### config.mk
export PLATFORM = sky130hd
export DESIGN_NAME = skew_trig_gen
export DESIGN_NICKNAME = d
export VERILOG_FILES = /design/src/rtl/skew_pkg.sv /design/src/rtl/skew_width_cfg.sv /design/src/rtl/skew_prescaler.sv /design/src/rtl/skew_oneshot.sv /design/src/rtl/skew_edge_trig.sv /design/src/rtl/skew_trig_gen.sv
export SDC_FILE = /design/constraint.sdc
export NUM_CORES = 1
export LEC_CHECK = 0
export ABC_AREA = 1
export BUFFER_PORTS_ARGS = -buffer_cell sky130_fd_sc_hd__buf_2
export CORE_MARGIN = 1
export CORE_UTILIZATION = 57
export DETAILED_ROUTE_END_ITERATION = 7
export GPL_TIMING_DRIVEN = 0
export PLACE_DENSITY = 0.79
export SETUP_SLACK_MARGIN = 0.5
export SYNTH_ARGS = -nofsm -noshare
export SYNTH_HDL_FRONTEND = slang
export SYNTH_SLANG_ARGS = --single-unit
### constraint.sdc
create_clock -name clk -period 1.45 [get_ports clk]
set_clock_uncertainty 0.05 [all_clocks]
set_input_delay 0 -clock clk [delete_from_list [all_inputs] [get_ports clk]]
set_output_delay 0 -clock clk [all_outputs]
set_load 0.01 [all_outputs]
### src/rtl/skew_pkg.sv
package skew_pkg;
  localparam int DEF_TICK_DIV = 36;
  localparam int DEF_MAX_US   = 1000;
  localparam int DEF_WIDTH_W  = 10;

  typedef enum logic {
    SHOT_IDLE   = 1'b0,
    SHOT_ACTIVE = 1'b1
  } shot_e;
endpackage

### src/rtl/skew_width_cfg.sv
module skew_width_cfg #(
  parameter int WIDTH_W = skew_pkg::DEF_WIDTH_W,
  parameter int MAX_US  = skew_pkg::DEF_MAX_US
) (
  input  logic               clk,
  input  logic               rst_n,
  input  logic               run_en,
  input  logic               cfg_we,
  input  logic [WIDTH_W-1:0] cfg_width_us,
  output logic [WIDTH_W-1:0] width_q,
  output logic               err_q
);
  localparam logic [WIDTH_W-1:0] W_MIN = WIDTH_W'(1);
  localparam logic [WIDTH_W-1:0] W_MAX = WIDTH_W'(MAX_US);

  logic [WIDTH_W-1:0] width_clamped;

  always_comb begin
    if (cfg_width_us == '0)          width_clamped = W_MIN;
    else if (cfg_width_us > W_MAX)   width_clamped = W_MAX;
    else                             width_clamped = cfg_width_us;
  end

  always_ff @(posedge clk or negedge rst_n) begin
    if (!rst_n) begin
      width_q <= W_MIN;
      err_q   <= 1'b0;
    end else if (cfg_we) begin
      if (run_en) err_q   <= 1'b1;
      else        width_q <= width_clamped;
    end
  end

  // register locked while running
  assert_width_locked_R8: assert property (@(posedge clk) disable iff (!rst_n)
    run_en |=> $stable(width_q));
  // error flag is sticky
  assert_err_sticky_R8: assert property (@(posedge clk) disable iff (!rst_n)
    err_q |=> err_q);
  // stored width always inside the legal range
  assert_width_range_R7: assert property (@(posedge clk) disable iff (!rst_n)
    (width_q >= W_MIN) && (width_q <= W_MAX));
endmodule

### src/rtl/skew_prescaler.sv
module skew_prescaler #(
  parameter int TICK_DIV = skew_pkg::DEF_TICK_DIV
) (
  input  logic clk,
  input  logic rst_n,
  input  logic active,
  input  logic restart,
  output logic tick
);
  localparam int PW = (TICK_DIV > 1) ? $clog2(TICK_DIV) : 1;
  localparam logic [PW-1:0] LAST = PW'(TICK_DIV - 1);

  logic [PW-1:0] pre_q;

  always_ff @(posedge clk or negedge rst_n) begin
    if (!rst_n)                       pre_q <= '0;
    else if (restart || !active)      pre_q <= '0;
    else if (pre_q == LAST)           pre_q <= '0;
    else                              pre_q <= pre_q + PW'(1);
  end

  assign tick = active && (pre_q == LAST);

  // prescaler parked while no pulse is running
  assert_pre_parked_R2: assert property (@(posedge clk) disable iff (!rst_n)
    !active |=> (pre_q == '0));
endmodule

### src/rtl/skew_oneshot.sv
module skew_oneshot #(
  parameter int WIDTH_W = skew_pkg::DEF_WIDTH_W
) (
  input  logic               clk,
  input  logic               rst_n,
  input  logic               start,
  input  logic               abort,
  input  logic               tick,
  input  logic [WIDTH_W-1:0] width,
  output logic               pulse
);
  import skew_pkg::*;

  shot_e              st_q;
  logic [WIDTH_W-1:0] us_left_q;

  always_ff @(posedge clk or negedge rst_n) begin
    if (!rst_n) begin
      st_q      <= SHOT_IDLE;
      us_left_q <= '0;
    end else if (abort) begin
      st_q      <= SHOT_IDLE;
      us_left_q <= '0;
    end else if (st_q == SHOT_IDLE) begin
      if (start) begin
        st_q      <= SHOT_ACTIVE;
        us_left_q <= width;
      end
    end else if (tick) begin
      us_left_q <= us_left_q - WIDTH_W'(1);
      if (us_left_q == WIDTH_W'(1)) st_q <= SHOT_IDLE;
    end
  end

  assign pulse = (st_q == SHOT_ACTIVE);

  // accepted arm raises the pulse on the next edge
  assert_start_rises_R2: assert property (@(posedge clk) disable iff (!rst_n)
    (start && !abort && !pulse) |=> pulse);
  // stop ends the pulse immediately
  assert_abort_drops_R9: assert property (@(posedge clk) disable iff (!rst_n)
    abort |=> !pulse);
  // an active pulse never holds a zero count
  assert_count_live_R5: assert property (@(posedge clk) disable iff (!rst_n)
    pulse |-> (us_left_q != '0));
endmodule

### src/rtl/skew_edge_trig.sv
module skew_edge_trig (
  input  logic clk,
  input  logic rst_n,
  input  logic pulse,
  input  logic abort,
  output logic trig_lead,
  output logic trig_lag
);
  logic pulse_d_q;
  logic abort_d_q;

  always_ff @(posedge clk or negedge rst_n) begin
    if (!rst_n) begin
      pulse_d_q <= 1'b0;
      abort_d_q <= 1'b0;
      trig_lead <= 1'b0;
      trig_lag  <= 1'b0;
    end else begin
      pulse_d_q <= pulse;
      abort_d_q <= abort;
      trig_lead <= pulse && !pulse_d_q;
      trig_lag  <= !pulse && pulse_d_q && !abort_d_q;
    end
  end

  // leading strobe lasts one cycle
  assert_lead_single_R3: assert property (@(posedge clk) disable iff (!rst_n)
    trig_lead |=> !trig_lead);
  // trailing strobe lasts one cycle
  assert_lag_single_R4: assert property (@(posedge clk) disable iff (!rst_n)
    trig_lag |=> !trig_lag);
  // the two strobes never coincide
  assert_no_overlap_R4: assert property (@(posedge clk) disable iff (!rst_n)
    !(trig_lead && trig_lag));
  // an aborted pulse yields no trailing strobe
  assert_abort_quiet_R9: assert property (@(posedge clk) disable iff (!rst_n)
    abort |=> ##1 !trig_lag);
endmodule

### src/rtl/skew_trig_gen.sv
module skew_trig_gen #(
  parameter int TICK_DIV = skew_pkg::DEF_TICK_DIV,
  parameter int MAX_US   = skew_pkg::DEF_MAX_US,
  parameter int WIDTH_W  = skew_pkg::DEF_WIDTH_W,
  parameter bit OBS_EN   = 1'b1
) (
  input  logic               clk,
  input  logic               rst_n,
  input  logic               run_en,
  input  logic               arm,
  input  logic               cfg_we,
  input  logic [WIDTH_W-1:0] cfg_width_us,
  output logic               trig_lead,
  output logic               trig_lag,
  output logic               pulse_obs,
  output logic               cfg_err
);
  logic [WIDTH_W-1:0] width_q;
  logic               pulse;
  logic               tick;
  logic               start;
  logic               abort;

  assign start = arm && run_en && !pulse;
  assign abort = pulse && !run_en;

  skew_width_cfg #(.WIDTH_W(WIDTH_W), .MAX_US(MAX_US)) u_cfg (
    .clk(clk), .rst_n(rst_n), .run_en(run_en), .cfg_we(cfg_we),
    .cfg_width_us(cfg_width_us), .width_q(width_q), .err_q(cfg_err)
  );

  skew_prescaler #(.TICK_DIV(TICK_DIV)) u_pre (
    .clk(clk), .rst_n(rst_n), .active(pulse), .restart(start), .tick(tick)
  );

  skew_oneshot #(.WIDTH_W(WIDTH_W)) u_shot (
    .clk(clk), .rst_n(rst_n), .start(start), .abort(abort),
    .tick(tick), .width(width_q), .pulse(pulse)
  );

  skew_edge_trig u_edge (
    .clk(clk), .rst_n(rst_n), .pulse(pulse), .abort(abort),
    .trig_lead(trig_lead), .trig_lag(trig_lag)
  );

  generate
    if (OBS_EN) begin : g_obs
      assign pulse_obs = pulse;
    end else begin : g_no_obs
      assign pulse_obs = 1'b0;
    end
  endgenerate

  // nothing starts while stopped
  assert_stopped_idle_R6: assert property (@(posedge clk) disable iff (!rst_n)
    (!run_en && !pulse) |=> !pulse);
endmodule

==> results of run 1 <==
==> cell type report <==
type,instances,area share
repair inverters,1,0.002099
flip-flops and latches,32,0.3374
clock buffers,7,0.02728
well taps,31,0.01626
clock inverters,1,0.01259
plain buffers,3,0.01417
inverters,30,0.05037
multi-input cells,158,0.3746
repair buffers,50,0.1653
==> final timing paths <==
kind,end,slack (ps),start,cells past startpoint
setup / recovery,u_shot.us_left_q[7]$_DFFE_PN0P_,50,u_shot.us_left_q[0]$_DFFE_PN0P_,8
hold / removal,u_cfg.width_q[7]$_DFFE_PN0P_,30,cfg_width_us[7],4
setup reg to reg,u_shot.us_left_q[7]$_DFFE_PN0P_,50,u_shot.us_left_q[0]$_DFFE_PN0P_,8
hold reg to reg,u_edge.trig_lag$_DFF_PN0_,390,u_edge.abort_d_q$_DFF_PN0_,1
max in group asynchronous,u_shot.us_left_q[5]$_DFFE_PN0P_,700,rst_n,2
min in group asynchronous,u_pre.pre_q[3]$_DFF_PN0_,160,rst_n,2
==> per-stage QoR <==
| stage | setup slack (ps) | cells | hold slack, ps |
|---|---|---|---|
| finish | 52.22 | 313 | 30.56 |
| global route | 9.259 | 313 | 51.54 |
| CTS | 118.7 | 304 | 3.788 |
| detailed placement | 61.40 | 272 | 31.40 |
| global placement | 76.14 | 272 | 34.43 |
| floorplan | 190.1 | 223 | -345.6 |
==> power groups by stage <==
stage / combinational [mW] / sequential, mW / clock, mW
3_5_place_dp: 0.568 / 1.12 / 0
6_report: 0.811 / 1.12 / 0.796
5_1_grt: 0.884 / 1.13 / 0.817
4_1_cts: 0.679 / 1.10 / 0.787
2_1_floorplan: 0.425 / 1.09 / 0
3_3_place_gp: 0.551 / 1.11 / 0
==> kinds of logic after synthesis <==
group,count (synthesis),share of synthesized area
compound gates,24,0.08204
xor+xnor,2,0.01035
fa+ha+maj,3,0.02218
buf+inv,33,0.07833
flops,32,0.4738
simple gates,129,0.3333
==> routing by layer <==
metal | part of all wire | up-vias
li1 | - | 822
met1 | 0.37 | 869
met2 | 0.51 | 121
met3 | 0.078 | 28
met4 | 0.042 | 0
met5 | 0 | -
==> state kept, by name, indices dropped and copies added, names as in the netlist <==
| name | count |
|---|---|
| u_shot.us_left_q | 10 |
| u_edge.trig_lag | 1 |
| u_cfg.err_q | 1 |
| u_edge.trig_lead | 1 |
| u_cfg.width_q | 10 |
| u_edge.pulse_d_q | 1 |
| u_shot.pulse | 1 |
| u_edge.abort_d_q | 1 |
| u_pre.pre_q | 6 |
==> tightest hold or removal path, cell delays in order <==
cell	delay, ps
sky130_fd_sc_hd__dlymetal6s4s_1	160
sky130_fd_sc_hd__buf_2	130
sky130_fd_sc_hd__nand2_1	60
sky130_fd_sc_hd__nand2_1	50
==> placed cells by master, fill, tap and decap left out, drive strengths merged <==
cell type,instances
nand3,21
o21ai,14
dlygate4sd3,7
buf,39
nor2,31
a21o,1
and3,1
clkinvlp,1
ha,3
nor3b,1
xnor2,1
o22ai,2
a32oi,1
o21bai,1
nand4,2
or2,1
bufinv,1
nor3,4
inv,30
a21oi,5
xor2,1
clkbuf,7
dlymetal6s4s,7
dfrtp,31
dfstp,1
nand2,68
==> timing repair <==
item	4_1_cts	5_1_grt
gates cloned	1	1
resized for setup	13	32
hold endpoints to repair	44	3
pin swaps	3	9
setup endpoints to repair	21	31
buffers inserted	9	8
hold buffers	14	3
==> impl_summary.txt, run 1 <==
----------------------------------------------------
[Min path]
  Classification of the worst-slack hold path ... input port to flip-flop

[Timing]
  Final worst-path cycle share ... 0.9640
  Total Negative Setup Slacks ... 0 ps
  Achievable frequency ... 715.4 MHz
  Unrepaired setup endpoints after global routing ... yes
  Max-slew headroom at the worst pin ... 0.5301
  Hold Violations, Final ... 0
  Final setup violation count ... 0
  Worst Max-Slew Pin Slew ... just over 700 ps
  Final max-slew violation count ... 0
  Final critical delay including setup and external delays ... between 1000 and 1500 ps

[Global routing]
  Antenna violations before repair ... 0
  Total congestion overflow after global routing ... 0
  Pin count of the biggest net entering global routing ... 33
  GR Layer Usage met3 ... 0.05300
  GR met1 Demand/Resource ... 0.3531
  First-pass GRT wire length ... around 7100 microns
  Met2 Usage GRT ... 0.5294
  Global routing's busiest layer ... met2
  Overall global routing resource usage ... 0.3011
  Number of global-route vias before repair ... between 1.5k and 2k

[Synthesis]
  Number of different library cells in the post-synthesis netlist ... 31
  Ys flop type ... sky130_fd_sc_hd__dfrtp_1
  Netlist area before placement ... 1693 sq um
  Most instantiated library cell after synthesis ... sky130_fd_sc_hd__nand2_1
  Share of async-settable or async-resettable flops after synthesis ... 1.000
  Largest area contributor in the netlist ... sky130_fd_sc_hd__dfrtp_1
  Biggest area contributors in the synthesized netlist ... sky130_fd_sc_hd__dfrtp_1, sky130_fd_sc_hd__nand2_1, sky130_fd_sc_hd__nor2_1
  Number of enable-type register cells in the synthesized netlist ... 0
  Sequential fraction of the synthesis area ... 0.4738
  Post-Syn Nets ... 241
  Number of cells produced by synthesis ... 223
  Share of Yosys cell area claimed by the top area cell type ... 0.4582
  Mean area per synthesized cell ... ~7.6 sq um
  YS warnings ... 0
  FF+latch count, synth ... 32
  Most frequent cells after synthesis ... sky130_fd_sc_hd__nand2_1, sky130_fd_sc_hd__dfrtp_1, sky130_fd_sc_hd__nor2_1

[CTS]
  H-Tree Depth ... 2
  Clock buffers created by TritonCTS ... 5
  Root Buffer ... sky130_fd_sc_hd__clkbuf_4
  CTS tree ... done
  Clock-pin slew of the registers on the worst-case setup and hold paths ... approximately 110 ps
  Clock latency reported for the late side of the worst-skew pair ... 360 ps
  Sinks on Clock Net ... 32
  Buffer levels on the longest clock path ... 2

[Final layout]
  Net total in the final layout ... around 300
  Fill cells ... 135
  Flip-flop and latch area ... 804.5 sq um
  Final standard cell utilization of the core ... 0.8574
  Area of the multi-input gates ... roughly 900 sq um
  Proportion of layout cells with a drive suffix above 1 ... 0.3404
  Area growth, synth to finish ... 40.87%
  Final Instance Area ... 2385 sq um
  Antenna diode count ... 0

[Floorplan]
  Width of the die ... 56.50 microns
  Area enclosed by the die boundary ... approximately 3200 sq um
  Site Rows ... 19
  Die Ht ... 56.50 microns
  Top-level I/O count ... 19
  Placeable core area ... 2781 sq um
  Effective utilization at floorplan ... 0.6086

[Detailed routing]
  Post-detailed-route DRC marker count ... 0
  Number of iterations in the first detailed-routing pass ... 5
  Count of vias placed by the detailed router ... ~1.8k
  Wire length after detailed routing ... 5373 microns
  1st-iter DRT viols ... around 150
  Detail-routed via count per cell ... 5.879
  Wire per inst ... 17.17 microns
  Number of nets with antenna violations after routing ... 0

[Flow run]
  MaxCap Viol Count ... 0

[Place]
  Detailed Place HPWL ... about 2600 microns
  Placed inst area ... 1872 sq um
  Port buffer count ... 18
  GP Congestion ... between 0.8 and 0.9

[Power and ir drop]
  Comb pwr share ... 0.298
  Part of the power in registers ... 0.410
  IR Drop Worst-Case VDD ... 1520 uV
  Leak ... 1.264 nW
  Power density of the placed cells ... 1143 nW/um^2
  Clock network fraction of total power ... 0.292
  Sw Ratio ... 0.3365
  Net switching power ... 0.9171 mW
  Final total power ... 2.726 mW
  Cell internal power dissipation ... 1.809 mW

[Critical path]
  Critical Path AT ... 1610 ps
  Endpoint type of the worst setup path ... flip-flop
  Slowest Stage Delay on Critical Path ... 420 ps
  Combined buffer and inverter count along the critical path ... 3
  Crit Path Max Fanout ... 4
  Cell type of the slowest stage on the worst timing path ... sky130_fd_sc_hd__dfrtp_1
  Element type at the critical path start ... flip-flop
  Startpoint-to-endpoint class of the critical path ... flip-flop to flip-flop
  Worst Path Required ... about 1700 ps
  Largest delay contributor family on the critical path ... flip-flops
  Series of cell instances along the critical path ... inv_2 > buf_4 > buf_4 > nand3_1 > o21ai_0 > nand3_1 > nand2_1 > nand2_1

[Outcome]
  Status ... finished, final reports clean

----------------------------------------------------
(Power assumes the default switching activity.)
==> run 2, diff against run 1 <==
==> constraint.sdc (replaced) <==
create_clock -name clk -period 1.45 [get_ports clk]
set_clock_uncertainty 0.05 [all_clocks]
set_input_delay 0.0725 -clock clk [delete_from_list [all_inputs] [get_ports clk]]
set_output_delay 0.0725 -clock clk [all_outputs]
set_load 0.01 [all_outputs]
==> impl_summary.txt, run 2 (synthesized netlist as in run 1, its figures left out) <==
----------------------------------------------------
[Timing]
  Unrepaired setup endpoints after global routing ... yes
  Achievable frequency ... 729.1 MHz (+1.9%)
  Max-slew headroom at the worst pin ... 0.7154 (+0.1853)
  Final setup violation count ... 0 (unchanged)
  Hold Violations, Final ... 0 (unchanged)
  Worst Max-Slew Pin Slew ... 426.9 ps (-278.0 ps)
  Final max-slew violation count ... 0 (unchanged)
  WHS ... 4.171 ps (-26.39 ps)
  Total Negative Setup Slacks ... 0 ps (unchanged)
  Final critical delay including setup and external delays ... 1372 ps (-26.17 ps)
  Final worst-path cycle share ... 0.9459 (-0.01805)

[Flow run]
  MaxCap Viol Count ... 0 (unchanged)

[Detailed routing]
  Post-detailed-route DRC marker count ... 0 (unchanged)
  Wire per inst ... 13.35 microns (-22%)
  Met2 wire length ... 2126 microns (-22%)
  Detail-routed via count per cell ... 5.421 (-7.8%)
  Routed met3 length ... 192 microns (-54%)
  Number of nets with antenna violations after routing ... 0 (unchanged)
  Routed length on met1 ... 1723 microns (-14%)
  1st-iter DRT viols ... 81 (-45%)
  Wire length after detailed routing ... 4124 microns (-23%)
  Number of iterations in the first detailed-routing pass ... 4 (-1)
  Count of vias placed by the detailed router ... 1675 (-9.0%)
  Top sig layer ... met4

[Critical path]
  Endpoint type of the worst setup path ... flip-flop
  Crit Path Max Fanout ... 4 (unchanged)
  Series of cell instances along the critical path ... inv_2 > buf_4 > buf_4 > nand3_1 > o21ai_0 > nand3_1 > nand2_1 > nand2_1
  Largest delay contributor family on the critical path ... flip-flops
  Worst Path Required ... 1650 ps (about the same)
  Combined buffer and inverter count along the critical path ... 3 (unchanged)
  Element type at the critical path start ... flip-flop
  Startpoint-to-endpoint class of the critical path ... flip-flop to flip-flop
  Critical Path AT ... 1570 ps (-40 ps)
  Slowest Stage Delay on Critical Path ... 410 ps (about the same)
  Cell type of the slowest stage on the worst timing path ... sky130_fd_sc_hd__dfrtp_1

[Global routing]
  Overall global routing resource usage ... 0.2878 (-0.01331)
  Pin count of the biggest net entering global routing ... 33 (unchanged)
  Antenna violations before repair ... 0 (unchanged)
  First-pass GRT wire length ... 6865 microns (-3.8%)
  Total congestion overflow after global routing ... 0 (unchanged)
  Number of global-route vias before repair ... 1519 (-3.5%)

[Min path]
  Classification of the worst-slack hold path ... input port to flip-flop

[Final layout]
  Net total in the final layout ... 295 (-1.3%)
  Proportion of layout cells with a drive suffix above 1 ... 0.3022 (-0.03827)
  Antenna diode count ... 0 (unchanged)
  Most common cell after layout, fill and taps aside ... sky130_fd_sc_hd__nand2_1
  Area growth, synth to finish ... 36.14%
  Final Instance Area ... 2305 sq um (-3.4%)
  Leading cell types in the layout, fill and taps excluded ... sky130_fd_sc_hd__nand2_1, sky130_fd_sc_hd__dfrtp_1, sky130_fd_sc_hd__nor2_1
  Largest registers in the final layout ... u_cfg.width_q x10, u_shot.us_left_q x10, u_pre.pre_q x6

[CTS]
  Buffer levels on the longest clock path ... 2 (unchanged)
  Root Buffer ... sky130_fd_sc_hd__clkbuf_4
  Clock-pin slew of the registers on the worst-case setup and hold paths ... 110 ps (about the same)
  Sinks on Clock Net ... 32 (unchanged)
  Clock latency reported for the late side of the worst-skew pair ... 340 ps (-20 ps)
  CTS tree ... done
  H-Tree Depth ... 2 (unchanged)
  Clock buffers created by TritonCTS ... 5 (unchanged)

[Place]
  Detailed Place HPWL ... 2609 microns (unchanged)
  Placed inst area ... 1872 sq um (unchanged)
  Port buffer count ... 18 (unchanged)
  GP Congestion ... 0.8636 (unchanged)

[Power and ir drop]
  Net switching power ... 0.8439 mW (-8.0%)
  Clock network fraction of total power ... 0.294 (+0.002)
  IR Drop Worst-Case VDD ... 1508 uV (-0.84%)
  Comb pwr share ... 0.285 (-0.013)
  Final total power ... 2.638 mW (-3.2%)
  Cell internal power dissipation ... 1.794 mW (-0.82%)
  Sw Ratio ... 0.3199 (-0.01655)
  Part of the power in registers ... 0.421 (+0.011)
  Leak ... 1.186 nW (-6.2%)
  Power density of the placed cells ... 1144 nW/um^2 (+0.13%)

[Floorplan]
  Site Rows ... 19 (unchanged)
  Area enclosed by the die boundary ... 3192 sq um (unchanged)
  Width of the die ... 56.50 microns (unchanged)
  Placeable core area ... 2781 sq um (unchanged)
  Top-level I/O count ... 19 (unchanged)
  Die Ht ... 56.50 microns (unchanged)
  Effective utilization at floorplan ... 0.6086 (unchanged)

[Outcome]
  Status ... finished, final reports clean

----------------------------------------------------
## run 2: cell count changes in the layout (fill, tap and decap cells not counted), sizes merged
cell | previous run | this run
clkinvlp | 1 | 0
clkbuf | 7 | 8
dlymetal6s4s | 7 | 0
dlygate4sd3 | 7 | 13
buf | 39 | 36
## run 2: final timing paths
check / from / end / slack, ps / cells after the start
max: u_shot.us_left_q[0]$_DFFE_PN0P_ / u_shot.us_left_q[7]$_DFFE_PN0P_ / 80 / 8
min: arm / u_shot.pulse$_DFF_PN0_ / 4 / 3
max reg2reg: u_shot.us_left_q[0]$_DFFE_PN0P_ / u_shot.us_left_q[7]$_DFFE_PN0P_ / 80 / 8
min reg2reg: u_edge.abort_d_q$_DFF_PN0_ / u_edge.trig_lag$_DFF_PN0_ / 350 / 1
max in group asynchronous: rst_n / u_cfg.width_q[0]$_DFFE_PN1P_ / 830 / 2
min in group asynchronous: rst_n / u_pre.pre_q[3]$_DFF_PN0_ / 170 / 2
## run 2: power by group through the flow
stage / logic [mW] / registers (mW) / clock network, mW
global placement: 0.551 / 1.11 / 0
global route: 0.840 / 1.12 / 0.816
CTS: 0.677 / 1.10 / 0.787
detailed placement: 0.568 / 1.12 / 0
floorplan: 0.425 / 1.09 / 0
finish: 0.752 / 1.11 / 0.775
## run 2: timing repair
action                                  CTS  global route
endpoints found under the setup margin   24            25
gates resized for setup                  13            14
hold endpoints to repair                 43             0
cloned                                    1             0
hold buffers                             13             0
buffers inserted                          9             6
pin swaps                                 3             2
## run 2: metrics by stage
stage,std cells,util,worst slack (ps)
global placement,272,0.6730,76.14
floorplan,223,-,190.1
global route,309,0.8286,6.385
finish,309,0.8286,78.39
detailed placement,272,0.6730,61.40
CTS,303,0.7967,118.7
## run 2: area by class of cell
cell class	instances	area, sq um
multi-input cells	158	860.8
flip-flops and latches	32	804.5
fillers	166	476.7
repair buffers	47	354.1
inverters	30	120.1
clock buffers	7	65.06
well taps	31	38.79
plain buffers	3	31.28
clock inverters	1	30.03
## run 2: worst reg2reg max path, cell delays in order, from the launching register on
cell and delay, ps:
sky130_fd_sc_hd__dfrtp_1 410, sky130_fd_sc_hd__inv_2 110, sky130_fd_sc_hd__buf_4 120, sky130_fd_sc_hd__buf_4 90, sky130_fd_sc_hd__nand3_1 100, sky130_fd_sc_hd__o21ai_0 190
sky130_fd_sc_hd__nand3_1 90, sky130_fd_sc_hd__nand2_1 70, sky130_fd_sc_hd__nand2_1 40
## run 2: per-layer routing
layer | GRT usage | vias to the layer above
met3 | 0.05300 | 7
met1 | 0.3516 | 791
met2 | 0.4857 | 56
li1 | - | 821
met4 | 0.1429 | 0
met5 | 0 | -
